File: src/rtl/pacer_pkg.sv
package pacer_pkg;
  localparam int SEQ_W     = 32;
  localparam int HDR_BYTES = 8;
  localparam int MIN_LEN   = HDR_BYTES + SEQ_W / 8;
  localparam logic [7:0] PRE_SEED = 8'hA5;

  typedef enum logic {RUN_IDLE, RUN_ACTIVE} run_e;

  // Byte at position idx of a packet carrying sequence number seq.
  function automatic logic [7:0] frame_byte(input logic [31:0] idx,
                                            input logic [SEQ_W-1:0] seq);
    logic [31:0] rel;
    logic [7:0]  b;
    rel = idx - 32'(HDR_BYTES);
    if (idx < 32'(HDR_BYTES)) begin
      b = PRE_SEED ^ idx[7:0];
    end else if (rel < 32'(SEQ_W / 8)) begin
      case (rel[1:0])
        2'd0:    b = seq[31:24];
        2'd1:    b = seq[23:16];
        2'd2:    b = seq[15:8];
        default: b = seq[7:0];
      endcase
    end else begin
      b = idx[7:0];
    end
    return b;
  endfunction
endpackage

File: src/rtl/pacer_tally.sv
module pacer_tally #(
  parameter int W = 32
) (
  input  logic         clk,
  input  logic         rst_n,
  input  logic         clr,
  input  logic         inc,
  output logic [W-1:0] count
);
  logic [W-1:0] cnt_d;

  always_comb begin
    cnt_d = count;
    if (clr)      cnt_d = '0;
    else if (inc) cnt_d = count + W'(1);
  end

  always_ff @(posedge clk or negedge rst_n) begin
    if (!rst_n) count <= '0;
    else        count <= cnt_d;
  end


  tally_step_chk: assert property (@(posedge clk) disable iff (!rst_n)
    !clr |=> (count == $past(count) || count == $past(count) + W'(1)));
endmodule

File: src/rtl/pacer_framer.sv
module pacer_framer
  import pacer_pkg::*;
#(
  parameter int LEN_W = 16
) (
  input  logic             clk,
  input  logic             rst_n,
  input  logic             launch,
  input  logic [LEN_W-1:0] launch_len,
  input  logic [SEQ_W-1:0] launch_seq,
  input  logic             tx_ready,
  output logic             tx_valid,
  output logic [7:0]       tx_data,
  output logic             tx_sop,
  output logic             tx_eop,
  output logic             active,
  output logic             done
);
  logic             act_q, act_d;
  logic [LEN_W-1:0] idx_q, idx_d, len_q, len_d;
  logic [SEQ_W-1:0] seq_q, seq_d;
  logic             at_end;

  assign at_end = (idx_q == len_q - LEN_W'(1));
  assign done   = act_q && tx_ready && at_end;
  assign active = act_q;

  always_comb begin
    act_d = act_q;
    idx_d = idx_q;
    len_d = len_q;
    seq_d = seq_q;
    if (launch) begin
      act_d = 1'b1;
      idx_d = '0;
      len_d = launch_len;
      seq_d = launch_seq;
    end else if (done) begin
      act_d = 1'b0;
    end else if (act_q && tx_ready) begin
      idx_d = idx_q + LEN_W'(1);
    end
  end

  always_ff @(posedge clk or negedge rst_n) begin
    if (!rst_n) begin
      act_q <= 1'b0;
      idx_q <= '0;
      len_q <= '0;
      seq_q <= '0;
    end else begin
      act_q <= act_d;
      idx_q <= idx_d;
      len_q <= len_d;
      seq_q <= seq_d;
    end
  end

  assign tx_valid = act_q;
  assign tx_sop   = act_q && (idx_q == '0);
  assign tx_eop   = act_q && at_end;
  assign tx_data  = frame_byte(32'(idx_q), seq_q);


  hold_stable_chk: assert property (@(posedge clk) disable iff (!rst_n)
    (tx_valid && !tx_ready) |=> (tx_valid && $stable(tx_data) && $stable(tx_sop) && $stable(tx_eop)));


  eop_then_sop_chk: assert property (@(posedge clk) disable iff (!rst_n)
    (tx_valid && tx_ready && tx_eop) |=> (!tx_valid || tx_sop));
endmodule

File: src/rtl/pacer_sched.sv
module pacer_sched
  import pacer_pkg::*;
#(
  parameter int LEN_W = 16,
  parameter int CNT_W = 32,
  parameter int GAP_W = 32,
  parameter int BST_W = 16
) (
  input  logic             clk,
  input  logic             rst_n,
  input  logic             start,
  input  logic             stop,
  input  logic [CNT_W-1:0] cfg_pkts,
  input  logic [LEN_W-1:0] cfg_bytes,
  input  logic [GAP_W-1:0] cfg_pitch,
  input  logic [BST_W-1:0] cfg_burst_len,
  input  logic [GAP_W-1:0] cfg_burst_gap,
  input  logic             active,
  input  logic             done,
  output logic             launch,
  output logic [LEN_W-1:0] launch_len,
  output logic [SEQ_W-1:0] launch_seq,
  output logic             run_start,
  output logic             busy
);
  run_e             run_q, run_d;
  logic             stop_q, stop_d;
  logic [CNT_W-1:0] rem_q, rem_d;
  logic [GAP_W-1:0] since_q, since_d, tgt_q, tgt_d, pitch_q, pitch_d, bgap_q, bgap_d;
  logic [BST_W-1:0] bidx_q, bidx_d, blen_q, blen_d;
  logic [SEQ_W-1:0] seq_q, seq_d;
  logic [LEN_W-1:0] len_q, len_d, len_in;
  logic [GAP_W-1:0] since_nx;
  logic [BST_W-1:0] blen_use, cur_bidx;
  logic             running, stop_eff, free, gap_ok, more, last_in, finish;

  assign running   = (run_q == RUN_ACTIVE);
  assign len_in    = (cfg_bytes < LEN_W'(MIN_LEN)) ? LEN_W'(MIN_LEN) : cfg_bytes;
  assign run_start = !running && start && (cfg_pkts != '0);
  assign stop_eff  = stop_q || stop;
  assign free      = !active || done;
  assign since_nx  = (since_q == '1) ? since_q : since_q + GAP_W'(1);
  assign gap_ok    = (since_nx >= tgt_q);
  assign more      = running && !stop_eff && (rem_q != '0) && gap_ok && free;
  assign launch    = run_start || more;
  assign blen_use  = run_start ? cfg_burst_len : blen_q;
  assign cur_bidx  = run_start ? '0 : bidx_q;
  assign last_in   = (blen_use != '0) && (cur_bidx == blen_use - BST_W'(1));
  assign launch_len = run_start ? len_in : len_q;
  assign launch_seq = run_start ? '0 : seq_q;
  assign finish    = running && (stop_eff || rem_q == '0) && free;
  assign busy      = running;

  always_comb begin
    run_d   = run_q;
    stop_d  = stop_q;
    rem_d   = rem_q;
    since_d = since_nx;
    tgt_d   = tgt_q;
    bidx_d  = bidx_q;
    seq_d   = seq_q;
    len_d   = len_q;
    pitch_d = pitch_q;
    bgap_d  = bgap_q;
    blen_d  = blen_q;
    if (run_start) begin
      run_d   = RUN_ACTIVE;
      stop_d  = 1'b0;
      rem_d   = cfg_pkts - CNT_W'(1);
      len_d   = len_in;
      pitch_d = cfg_pitch;
      bgap_d  = cfg_burst_gap;
      blen_d  = cfg_burst_len;
    end else if (finish) begin
      run_d  = RUN_IDLE;
      stop_d = 1'b0;
    end else if (running && stop) begin
      stop_d = 1'b1;
    end
    if (launch) begin
      since_d = '0;
      if (last_in) tgt_d = run_start ? cfg_burst_gap : bgap_q;
      else         tgt_d = run_start ? cfg_pitch : pitch_q;
      bidx_d = last_in ? '0 : cur_bidx + BST_W'(1);
      seq_d  = launch_seq + SEQ_W'(1);
      if (!run_start) rem_d = rem_q - CNT_W'(1);
    end
  end

  always_ff @(posedge clk or negedge rst_n) begin
    if (!rst_n) begin
      run_q   <= RUN_IDLE;
      stop_q  <= 1'b0;
      rem_q   <= '0;
      since_q <= '0;
      tgt_q   <= '0;
      bidx_q  <= '0;
      seq_q   <= '0;
      len_q   <= '0;
      pitch_q <= '0;
      bgap_q  <= '0;
      blen_q  <= '0;
    end else begin
      run_q   <= run_d;
      stop_q  <= stop_d;
      rem_q   <= rem_d;
      since_q <= since_d;
      tgt_q   <= tgt_d;
      bidx_q  <= bidx_d;
      seq_q   <= seq_d;
      len_q   <= len_d;
      pitch_q <= pitch_d;
      bgap_q  <= bgap_d;
      blen_q  <= blen_d;
    end
  end


  busy_fall_chk: assert property (@(posedge clk) disable iff (!rst_n)
    $fell(busy) |-> $past(!active || done));


  remaining_down_chk: assert property (@(posedge clk) disable iff (!rst_n)
    (running && $past(running)) |-> (rem_q <= $past(rem_q)));
endmodule

File: src/rtl/pkt_pacer.sv
module pkt_pacer
  import pacer_pkg::*;
#(
  parameter int LEN_W = 16,
  parameter int CNT_W = 32,
  parameter int GAP_W = 32,
  parameter int BST_W = 16
) (
  input  logic             clk,
  input  logic             rst_n,
  input  logic [CNT_W-1:0] cfg_pkts,
  input  logic [LEN_W-1:0] cfg_bytes,
  input  logic [GAP_W-1:0] cfg_pitch,
  input  logic [BST_W-1:0] cfg_burst_len,
  input  logic [GAP_W-1:0] cfg_burst_gap,
  input  logic             start,
  input  logic             stop,
  output logic             busy,
  input  logic             tx_ready,
  output logic             tx_valid,
  output logic [7:0]       tx_data,
  output logic             tx_sop,
  output logic             tx_eop,
  input  logic             rx_valid,
  input  logic             rx_last,
  output logic [CNT_W-1:0] tx_count,
  output logic [CNT_W-1:0] rx_count
);
  logic [1:0]       rst_pipe;
  logic             rst_int_n;
  logic             launch, run_start, active, done;
  logic [LEN_W-1:0] launch_len;
  logic [SEQ_W-1:0] launch_seq;

  // Asserted at once, released after two clock edges.
  always_ff @(posedge clk or negedge rst_n) begin
    if (!rst_n) rst_pipe <= 2'b00;
    else        rst_pipe <= {rst_pipe[0], 1'b1};
  end
  assign rst_int_n = rst_pipe[1];

  pacer_sched #(.LEN_W(LEN_W), .CNT_W(CNT_W), .GAP_W(GAP_W), .BST_W(BST_W)) u_sched (
    .clk(clk), .rst_n(rst_int_n), .start(start), .stop(stop),
    .cfg_pkts(cfg_pkts), .cfg_bytes(cfg_bytes), .cfg_pitch(cfg_pitch),
    .cfg_burst_len(cfg_burst_len), .cfg_burst_gap(cfg_burst_gap),
    .active(active), .done(done), .launch(launch), .launch_len(launch_len),
    .launch_seq(launch_seq), .run_start(run_start), .busy(busy)
  );

  pacer_framer #(.LEN_W(LEN_W)) u_framer (
    .clk(clk), .rst_n(rst_int_n), .launch(launch), .launch_len(launch_len),
    .launch_seq(launch_seq), .tx_ready(tx_ready), .tx_valid(tx_valid),
    .tx_data(tx_data), .tx_sop(tx_sop), .tx_eop(tx_eop),
    .active(active), .done(done)
  );

  pacer_tally #(.W(CNT_W)) u_tx_tally (
    .clk(clk), .rst_n(rst_int_n), .clr(run_start), .inc(done), .count(tx_count)
  );

  pacer_tally #(.W(CNT_W)) u_rx_tally (
    .clk(clk), .rst_n(rst_int_n), .clr(run_start), .inc(rx_valid && rx_last),
    .count(rx_count)
  );
endmodule

File: config.mk
export PLATFORM = sky130hd
export DESIGN_NAME = pkt_pacer
export DESIGN_NICKNAME = d
export VERILOG_FILES = /design/src/rtl/pacer_pkg.sv /design/src/rtl/pacer_tally.sv /design/src/rtl/pacer_framer.sv /design/src/rtl/pacer_sched.sv /design/src/rtl/pkt_pacer.sv
export SDC_FILE = /design/constraint.sdc
export NUM_CORES = 1
export LEC_CHECK = 0
export ABC_AREA = 1
export BUFFER_PORTS_ARGS = -buffer_cell sky130_fd_sc_hd__buf_2
export CORE_ASPECT_RATIO = 0.75
export CORE_MARGIN = 10
export CORE_UTILIZATION = 45
export DETAILED_ROUTE_END_ITERATION = 8
export PLACE_DENSITY = 0.66
export SLEW_MARGIN = 20
export SYNTH_ARGS = -nofsm -noshare
export SYNTH_HDL_FRONTEND = slang
export SYNTH_SLANG_ARGS = --single-unit
File: constraint.sdc
create_clock -name clk -period 26.6 [get_ports clk]
set_input_delay 3.99 -clock clk [delete_from_list [all_inputs] [get_ports clk]]
set_output_delay 3.99 -clock clk [all_outputs]
set_load 0.1 [all_outputs]
==> impl_results.md, run 1 <==
- CORE AREA: 50100 µm²
- Post-synth cell types: 55
- Nets: around 3500
- Layout Utilization: 0.5129
- Hold Violations, Final: 0
- Top cell type's share of synthesized area: 0.4100
- Crit-path max FO: 49
- Num rows: slightly above 70
- Logic pwr share: 0.386
- Die area: ~60000 µm²
- Vias: ~21000
- Area Growth Syn to Fin: 12.90%
- CTS Buf Count: 41
- Post-CTS Hold Buffers: 0
- PnR worst setup slack: 18.01 ns
- Max frequency: 0.1165 GHz
- Post-DP HPWL: a little under 50 mm
- Final Wtd Congestion: 0.9157
- Setup WS pre-CTS: 17.44 ns
- Max_cap viols: 0
- Most common cell after layout, fill and taps aside: nand2_1
- Critical path cell sequence: buf_2, nor2_1, nand2_1, nor2_1, nand2_2, o21ai_4, buf_4, nand2_1, nand2_1, ha_1, inv_1, nor2_1, nand2_1, nand2_1, nand2_1, nand2_1, nand2_1, nor2_1, nand3_1, nor2_4, nand2_4, nand2_2, o21ai_0
- Synth Register Bits: approximately 370
- Synth area leaders: dfrtp_1 41%, nand2_1 12%, inv_1 6.8%
- Status: complete, no violations
- Ports: about 210
- Relative slew slack: 0.3649
- Post-Syn Area: between 20000 and 25000 µm²
- Worst path arrival time: ~9 ns
- Peak VDD IR: 0.05671 mV
- Grt ovf: 0
- Power Total: ~2.4 mW
- Root buffer cell: clkbuf_16
- Crit path max-delay cell type: nor2_4
- Synthesized instance count: approximately 3100
- Critical Path Most Common Cell: nand2_1
- Clock network fraction of total power: 0.260
- Ys Warns: 0
- Die X-Extent: about 280 µm
- Fraction of registers with async set/reset: 1.000
- Clock skew: roughly 0.014 ns
- Worst Hold Class: reg -> async
- Final worst path period need: between 8 and 9 ns
- Die Y: 214.8 µm
- Required time worst endpoint: roughly 27 ns
- Pin count of the biggest net entering global routing: 102
- Routed vias/inst: ~5.2
- Setup TNS: 0 ns
- Syn_area_per_cell: roughly 7.3 µm²
- Layout cells sized above 1: 0.1207
- RSZ-0062 raised after global routing: no
- PostCTS Resize Cnt: 0
- Switching share of power: 0.4124
- GR Util All Layers: 0.2175
- PwrDens: slightly above 90 nW/µm²
- Initial DRC Count: ~1700
- Vias in the first global route: about 20000
- Leak: 12.30 nW
- Worst-Margin Slew: around 0.95 ns
- Commonest cells after routing, fill and taps aside: 740 x nand2_1, 415 x inv_1, 372 x dfrtp_1, 332 x nor2_1, 213 x o21ai_0
- Top_reg_cell synth: dfrtp_1
- Sequential Power Share: 0.355
- Bufs and invs on worst path: 3
- CTS H-Tree Depth: 2
- Final Max Tran Viols: 0
- WL/cell: between 15 and 20 µm
- Post-CTS setup repair buffer count: 0
- Clk buf depth: 3
- First-pass GRT wire length: approximately 110 mm
- Initial antenna violation count: 5
- Final setup vio count: 0
- IO buf count: 210
- Clock-pin slew on the worst setup and hold paths: ~0.060 ns
- CTS sink cnt: 373
- DRT antenna net count: 0
- Post-synth EDFFs: 0
- Net Count, Synth: around 3300
- CTS tree: yes
- Largest stage delay on the critical path: approximately 0.66 ns
- Clk_lat worst skew: approximately 0.54 ns
- Ratio of final minimum period to clock period: 0.3228
- DRC Markers: 0
- P_sw: about 1 mW
- Int Pwr: 1.404 mW
- Setup crit start kind: input port
- Initial core utilization: 0.4543
- Detailed-route wire length: 66.26 mm
- Drt first pass iters: 5
- CP Capture Type: flip-flop
- CP Class: in -> reg
- Sequential element share of the synthesized area: 0.4100
- Synth area leader: dfrtp_1
- CP top delay family: simple AND/OR/NAND/NOR gates
[metrics by stage]
| stage | cell area (µm²) | instances | hold slack (ns) |
|---|---|---|---|
| 2_1_floorplan | 22760 | 3131 | 0.3312 |
| 3_3_place_gp | 24230 | 3904 | 0.3167 |
| 6_report | 25700 | 3980 | 0.2954 |
| 5_1_grt | 25700 | 3980 | 0.3373 |
| 4_1_cts | 25690 | 3978 | 0.3184 |
| 3_5_place_dp | 24230 | 3904 | 0.3150 |
[power groups by stage]
| stage | clock [mW] | sequential (mW) | combinational, mW |
|---|---|---|---|
| 5_1_grt | 0.655 | 0.870 | 1.05 |
| 6_report | 0.620 | 0.848 | 0.921 |
| 4_1_cts | 0.631 | 0.847 | 0.925 |
| 2_1_floorplan | 0 | 0.891 | 0.671 |
| 3_3_place_gp | 0 | 0.851 | 0.908 |
| 3_5_place_dp | 0 | 0.854 | 0.919 |
[layer usage]
layer  global-route usage  routed length [µm]
met2               0.3268               28410
met5                    0                  40
met3              0.04450                4137
met1               0.3172               32320
met4              0.04605                1344
[path summary, 6_finish.rpt]
kind | startpoint | endpoint | slack [ns] | depth (start not counted)
max | cfg_pkts[26] | u_sched.bidx_q[3]$_DFFE_PN0N_ | 18.01 | 23
min | rst_pipe[1]$_DFF_PN0_ | u_rx_tally.count[0]$_DFFE_PN0P_ | 0.30 | 0
max reg2reg | u_sched.since_q[24]$_DFF_PN0_ | u_framer.seq_q[5]$_DFFE_PN0N_ | 19.64 | 23
min reg2reg | rst_pipe[1]$_DFF_PN0_ | u_rx_tally.count[0]$_DFFE_PN0P_ | 0.30 | 0
max in group asynchronous | rst_n | rst_pipe[1]$_DFF_PN0_ | 23.27 | 1
min in group clk | rst_pipe[0]$_DFF_PN0_ | rst_pipe[1]$_DFF_PN0_ | 0.35 | 0
[synthesized netlist by cell type, types with 48 or more instances]
master and number:
or2_2 69, dfrtp_1 373, ha_1 48, nor2_1 333
o21ai_0 213, clkbuf_1 48, xor2_1 112, nor4_1 51
nand2_1 740, nand3_1 206, a21oi_1 84, nor3_1 115
inv_1 415, nand4_1 57
[registers in the layout, summed over array words and instances, names as in the netlist, named ones only]
name              flops
u_sched.rem_q        31
u_sched.since_q      32
u_framer.len_q       16
u_sched.bgap_q       32
u_tx_tally.count     32
u_framer.seq_q       32
u_sched.blen_q       16
u_sched.tgt_q        32
u_sched.stop_q        1
u_framer.active       1
u_sched.busy          1
u_sched.seq_q        32
u_rx_tally.count     32
rst_pipe              2
u_framer.idx_q       16
u_sched.bidx_q       16
u_sched.pitch_q      32
u_sched.len_q        16
[kinds of logic (layout without fill, tap and decap cells)]
logic type | Yosys count | in the layout | share of synthesized area
AO/OA/AOI/OAI | 395 | 395 | 0.09471
XOR/XNOR | 151 | 151 | 0.05810
adder cells (fa/ha/maj) | 48 | 48 | 0.02638
buffers and inverters | 531 | 721 | 0.09399
flip-flops | 373 | 373 | 0.4100
multiplexers | 2 | 2 | 0.0008795
other | 1 | 3 | 0.0001647
AND/OR/NAND/NOR | 1630 | 1630 | 0.3157
[area by class of cell]
class,count,area [µm²]
Clock inverter,12,188.9
Clock buffer,62,1277
Tap cell,657,822.0
Inverter,421,1582
Sequential cell,373,9338
Antenna cell,2,5.005
Timing Repair Buffer,226,1171
Multi-Input combinational cell,2227,11310
Fill cell,5016,24400
Note: power is estimated with default switching activity, not from simulation.
==> run 2: changes to the inputs <==
Settings changed: PLACE_DENSITY 0.66 to 0.69.
Clock period 26.6 ns to 7.2 ns, I/O delays scaled along.
==> run 2 against run 1 <==
Critical path depth stayed put. Worst hold slack worse by 0.0060 ns. Clock power grew to 3.5 times the previous value. Flip-flop and latch count stayed put. Sequential share of layout area is 0.090 points higher. Critical endpoint is now u_sched.bidx_q[15]$_DFFE_PN0N_.
==> impl_results.md, run 2 (same netlist as run 1, synthesis figures left out) <==
- Sequential Power Share: 0.360 (+0.005)
- Bufs and invs on worst path: 4 (+1)
- Flop2flop setup slack: 1.89 ns (-17.75 ns)
- CP top delay family: simple AND/OR/NAND/NOR gates
- Setup TNS: 0 ns (unchanged)
- Nets: 3475 (+0.058%)
- Ratio of final minimum period to clock period: 0.7371
- Hold Violations, Final: 0 (unchanged)
- Largest stage delay on the critical path: 0.54 ns (-0.12 ns)
- IO buf count: 210 (unchanged)
- Clk buf depth: 3 (unchanged)
- Final Max Tran Viols: 0 (unchanged)
- Detailed-route wire length: 66.24 mm (about the same)
- Critical Path Most Common Cell: o21ai_0
- GR Util All Layers: 0.2170 (-0.0005393)
- PnR worst setup slack: 1.893 ns (-16.12 ns)
- Worst-Margin Slew: 0.9755 ns (+0.02291 ns)
- DRT antenna net count: 0 (unchanged)
- Leak: 12.25 nW (-0.41%)
- Most common cell after layout, fill and taps aside: nand2_1
- Vias: 20970 (+0.60%)
- Relative slew slack: 0.3497 (-0.01527)
- CORE AREA: 50100 µm² (unchanged)
- Logic pwr share: 0.393 (+0.007)
- Clk_lat worst skew: 0.57 ns (+0.03 ns)
- CTS H-Tree Depth: 2 (unchanged)
- CTS Buf Count: 42 (+2.4%)
- DRC Markers: 0 (unchanged)
- First-pass GRT wire length: 107.6 mm (-1.1%)
- Clock skew: 0.02876 ns (+0.01429 ns)
- Setup crit start kind: flip-flop
- Layout Utilization: 0.5116 (-0.001274)
- Setup WS pre-CTS: 1.458 ns (-15.98 ns)
- Routed vias/inst: 5.267 (+0.58%)
- Non-filler cells, final: 3981 (+0.025%)
- Final setup vio count: 0 (unchanged)
- PostCTS Resize Cnt: 0 (unchanged)
- Post-CTS Hold Buffers: 0 (unchanged)
- CP Class: reg -> reg
- Max_cap viols: 0 (unchanged)
- Clock network fraction of total power: 0.246 (-0.014)
- Ports: 211 (unchanged)
- Critical path cell sequence: nand2_1, inv_1, nand3_1, nor3_1, nand4_1, o21ai_0, inv_1, ha_1, a21boi_0, o21bai_1, a21oi_1, o21ai_0, nand2_1, nand2_1, a21oi_1, nor2_1, o21ai_0, nand3_2, buf_4, nand2_8, buf_12, nand2_2, o21ai_0
- Final Wtd Congestion: 0.9392 (+2.6%)
- PwrDens: 340.2 nW/µm² (+270%)
- Initial DRC Count: 1835 (+10%)
- Root buffer cell: clkbuf_16
- P_sw: 3.672 mW (+270%)
- Post-CTS setup repair buffer count: 0 (unchanged)
- Commonest cells after routing, fill and taps aside: 740 x nand2_1, 415 x inv_1, 372 x dfrtp_1, 333 x nor2_1, 213 x o21ai_0
- Die area: 60080 µm² (unchanged)
- Worst Hold Class: in -> async
- Crit path max-delay cell type: nand4_1
- Post-DP HPWL: 48.97 mm (-0.52%)
- Initial antenna violation count: 3 (-2)
- RSZ-0062 raised after global routing: no
- Peak VDD IR: 0.2771 mV (+390%)
- CP Capture Type: flip-flop
- Worst path arrival time: 5.79 ns (-3.21 ns)
- Initial core utilization: 0.4543 (unchanged)
- Clock-pin slew on the worst setup and hold paths: 0.06 ns (about the same)
- Int Pwr: 5.049 mW (+260%)
- Layout cells sized above 1: 0.1192 (-0.001577)
- Num rows: 71 (unchanged)
- Switching share of power: 0.4211 (+0.008644)
- Required time worst endpoint: 7.68 ns (-19.33 ns)
- Status: complete, no violations
- Max frequency: around 0.19 GHz
- Die X-Extent: 279.7 µm (unchanged)
- Pin count of the biggest net entering global routing: 162 (+59%)
- Crit-path max FO: 161 (+230%)
- Vias in the first global route: 19860 (-1.7%)
- DP Cell Count: 3905 (+0.026%)
- WL/cell: 16.64 µm (about the same)
- CTS sink cnt: 373 (unchanged)
- Grt ovf: 0 (unchanged)
- Drt first pass iters: 6 (+1)
- CTS tree: yes
- Final worst path period need: 5.307 ns
- Die Y: 214.8 µm (unchanged)
- Area Growth Syn to Fin: 12.61%
-- run 2: cell count changes in the layout (fill, tap and decap cells not counted), moves of 2 or more --
cell / previous run / this run
clkbuf_8: 13 / 6
buf_4: 16 / 13
buf_12: 0 / 4
clkinvlp_4: 0 / 3
clkbuf_1: 6 / 11
bufinv_16: 5 / 3
-- run 2: power by group through the flow --
stage	Combinational, mW	Sequential [mW]	Clock (mW)
after floorplan	2.48	3.29	0
after global placement	3.37	3.15	0
after detailed placement	3.41	3.16	0
after CTS	3.43	3.13	2.21
after global routing	3.91	3.22	2.28
final	3.43	3.14	2.15
-- run 2: layout make-up --
type / count / area [µm²]
inverter: 421 / 1582
clock inverter: 16 / 181.4
multi-input combinational: 2227 / 11310
fill: 5019 / 24470
tap: 657 / 822.0
timing repair buffer: 227 / 1229
clock buffer: 59 / 1175
antenna: 1 / 2.502
sequential: 373 / 9338
-- run 2: path summary, 6_finish.rpt --
| kind | from | to | cells past startpoint |
|---|---|---|---|
| max | u_sched.since_q[24]$_DFF_PN0_ | u_sched.bidx_q[15]$_DFFE_PN0N_ | 23 |
| min | rst_n | rst_pipe[1]$_DFF_PN0_ | 1 |
| max reg2reg | u_sched.since_q[24]$_DFF_PN0_ | u_sched.bidx_q[15]$_DFFE_PN0N_ | 23 |
| min reg2reg | rst_pipe[0]$_DFF_PN0_ | rst_pipe[1]$_DFF_PN0_ | 0 |
| max in group asynchronous | rst_pipe[1]$_DFF_PN0_ | u_sched.since_q[23]$_DFF_PN0_ | 1 |
| min in group clk | rst_pipe[0]$_DFF_PN0_ | rst_pipe[1]$_DFF_PN0_ | 0 |
-- run 2: layer usage --
layer,GRT usage,wire length [µm],vias up
met4,0.05559,1366,6
li1,-,-,10430
met1,0.3249,32530,9800
met2,0.3127,27550,645
met3,0.04288,4753,86
met5,0,40,-
-- run 2: stage by stage --
stage / hold WS [ns] / instance area, µm² / total power, mW
final: 0.2894 / 25630 / 8.722
after global routing: 0.2655 / 25630 / 9.415
after CTS: 0.2508 / 25630 / 8.776
after detailed placement: 0.3404 / 24280 / 6.574
after global placement: 0.3335 / 24280 / 6.522
after floorplan: 0.3311 / 22760 / 5.768
==> run 3: changes to the inputs <==
Settings changed: PLACE_DENSITY 0.69 to 0.66.
Clock period 7.2 ns to 5.3 ns, I/O delays scaled along.
==> run 3 against run 2 <==
Routed wire length fell by 1.3%. Clock skew fell by 0.0053 ns. Flip-flop and latch count did not move. Sequential share of layout area fell by 0.19 points. Critical path type unchanged. Global-route usage fell by 0.22 points. First-iteration DRC count fell by 11%. Power rose by 36%. Die area did not move. Via count fell by 1.3%. Clock power rose by 36%. Highest routed layer unchanged.
==> impl_results.md, run 3 (same netlist as run 1, synthesis figures left out) <==
- CORE AREA: 50100 µm² (unchanged)
- RSZ-0062 raised after global routing: no
- DRT antenna net count: 0 (unchanged)
- Initial DRC Count: 1633 (-11%)
- CTS sink cnt: 373 (unchanged)
- Die X-Extent: 279.7 µm (unchanged)
- Worst Setup SP: u_sched.since_q[0]$_DFF_PN0_
- Leak: 12.32 nW (+0.63%)
- Nets: 3487 (+0.35%)
- Initial core utilization: 0.4543 (unchanged)
- Area Growth Syn to Fin: 13.21%
- Worst path arrival time: 4.89 ns (-0.90 ns)
- CTS tree: yes
- Reg2reg start: u_sched.since_q[0]$_DFF_PN0_
- Final setup vio count: 0 (unchanged)
- Post-CTS setup repair buffer count: 0 (unchanged)
- Hold Violations, Final: 0 (unchanged)
- Power Total: 11.85 mW (+36%)
- PwrDens: 459.7 nW/µm² (+35%)
- Worst-Margin Slew: 1.035 ns (+0.05960 ns)
- Worst Hold Class: reg -> reg
- CP Class: reg -> reg
- Final Max Tran Viols: 0 (unchanged)
- Vias: 20700 (-1.3%)
- Ratio of final minimum period to clock period: 0.8428 (+0.1057)
- WHS: 0.3555 ns (+0.06610 ns)
- Ports: 211 (unchanged)
- Setup crit start kind: flip-flop
- Final worst path period need: 4.467 ns (-0.8405 ns)
- Die Y: 214.8 µm (unchanged)
- Crit-path max FO: 77 (-52%)
- DRC Markers: 0 (unchanged)
- Layout cells sized above 1: 0.1230 (+0.003880)
- Commonest cells after routing, fill and taps aside: 740 x nand2_1, 415 x inv_1, 372 x dfrtp_1, 332 x nor2_1, 213 x o21ai_0
- Max_cap viols: 0 (unchanged)
- Clk buf depth: 3 (unchanged)
- Required time worst endpoint: 5.73 ns (-1.95 ns)
- Grt ovf: 0 (unchanged)
- Routed vias/inst: 5.184 (-1.6%)
- Num rows: 71 (unchanged)
- CP Capture Type: flip-flop
- Detailed-route wire length: 65.40 mm (-1.3%)
- Clock skew: 0.02342 ns (-0.005345 ns)
- Most common cell after layout, fill and taps aside: nand2_1
- IO buf count: 210 (unchanged)
- CTS H-Tree Depth: 2 (unchanged)
- First-pass GRT wire length: 106.9 mm (-0.65%)
- Clk_lat worst skew: 0.56 ns (about the same)
- CTS Buf Count: 41 (-2.4%)
- Die area: 60080 µm² (unchanged)
- Clock-pin slew on the worst setup and hold paths: 0.06 ns (about the same)
- Pin count of the biggest net entering global routing: 131 (-19%)
- Max frequency: 0.2239 GHz (+19%)
- Min-delay src: rst_pipe[0]$_DFF_PN0_
- Setup WS pre-CTS: 0.6446 ns (-0.8137 ns)
- Vias in the first global route: 20000 (+0.67%)
- Relative slew slack: 0.3099 (-0.03973)
- Final Wtd Congestion: 0.9191 (-2.1%)
- Status: complete, no violations
- GR Util All Layers: 0.2148 (-0.002214)
- Initial antenna violation count: 12 (+9)
- Post-DP HPWL: 48.91 mm (-0.13%)
- PnR worst setup slack: 0.8333 ns (-1.060 ns)
- Post-CTS Hold Buffers: 1 (+1)
- Root buffer cell: clkbuf_16
- PostCTS Resize Cnt: 0 (unchanged)
- Setup TNS: 0 ns (unchanged)
- Peak VDD IR: 0.4315 mV (+56%)
- WL/cell: 16.38 µm (-1.6%)
- Drt first pass iters: 7 (+1)
==> run 3: per-layer routing <==
metal | GRT usage | vias to the layer above | wire, µm
met5 | 0 | - | 74
met4 | 0.04317 | 16 | 1029
met3 | 0.04472 | 79 | 3986
met2 | 0.3257 | 471 | 28310
met1 | 0.3112 | 9690 | 32010
li1 | - | 10440 | -
==> run 3: path summary, 6_finish.rpt <==
check,end,slack [ns],cells after the start
worst max-delay path,u_sched.seq_q[24]$_DFFE_PN0N_,0.83,25
worst min-delay path,rst_pipe[1]$_DFF_PN0_,0.36,0
worst max register to register,u_sched.seq_q[24]$_DFFE_PN0N_,0.83,25
worst min register to register,rst_pipe[1]$_DFF_PN0_,0.36,0
max in group asynchronous,u_sched.seq_q[10]$_DFFE_PN0N_,3.47,1
min in group asynchronous,async pin,0.51,0
==> run 3: worst max-delay path: stages (launching register included) <==
cell,delay (ns)
dfrtp_1,0.40
ha_1,0.24
inv_1,0.14
nor3_1,0.07
nand3_1,0.07
inv_1,0.06
nand4_1,0.12
nand3_1,0.10
nor3_1,0.44
nand4_1,0.15
inv_1,0.13
nand4_1,0.10
xor2_1,0.19
inv_1,0.06
ha_1,0.27
nand2_1,0.05
nor3_1,0.18
nand3_1,0.10
a21oi_1,0.13
nor2_1,0.05
o21ai_0,0.25
nand3_2,0.19
nand2_8,0.20
buf_12,0.29
nand3_1,0.14
xor2_1,0.16
==> run 3: where the power goes <==
part	internal, mW	switching (mW)
Combinational	1.48	3.17
Clock	1.71	1.22
Sequential	3.71	0.550
Total	6.90	4.94
==> run 3: area by class of cell <==
type                    instances  area, µm²
multi-input cells            2227      11310
clock buffers                  55       1181
fillers                      4940      24330
diodes                          4      10.01
clock inverters                16      176.4
inverters                     421       1582
well taps                     657      822.0
repair buffers                240       1354
flip-flops and latches        373       9338
==> run 3: stage by stage <==
step	utilization	area [µm²]	std cells
6_report	0.5144	25770	3993
5_1_grt	0.5142	25760	3990
2_1_floorplan	-	22770	3131
4_1_cts	0.5142	25760	3989
3_5_place_dp	0.4869	24390	3917
3_3_place_gp	0.4869	24390	3917
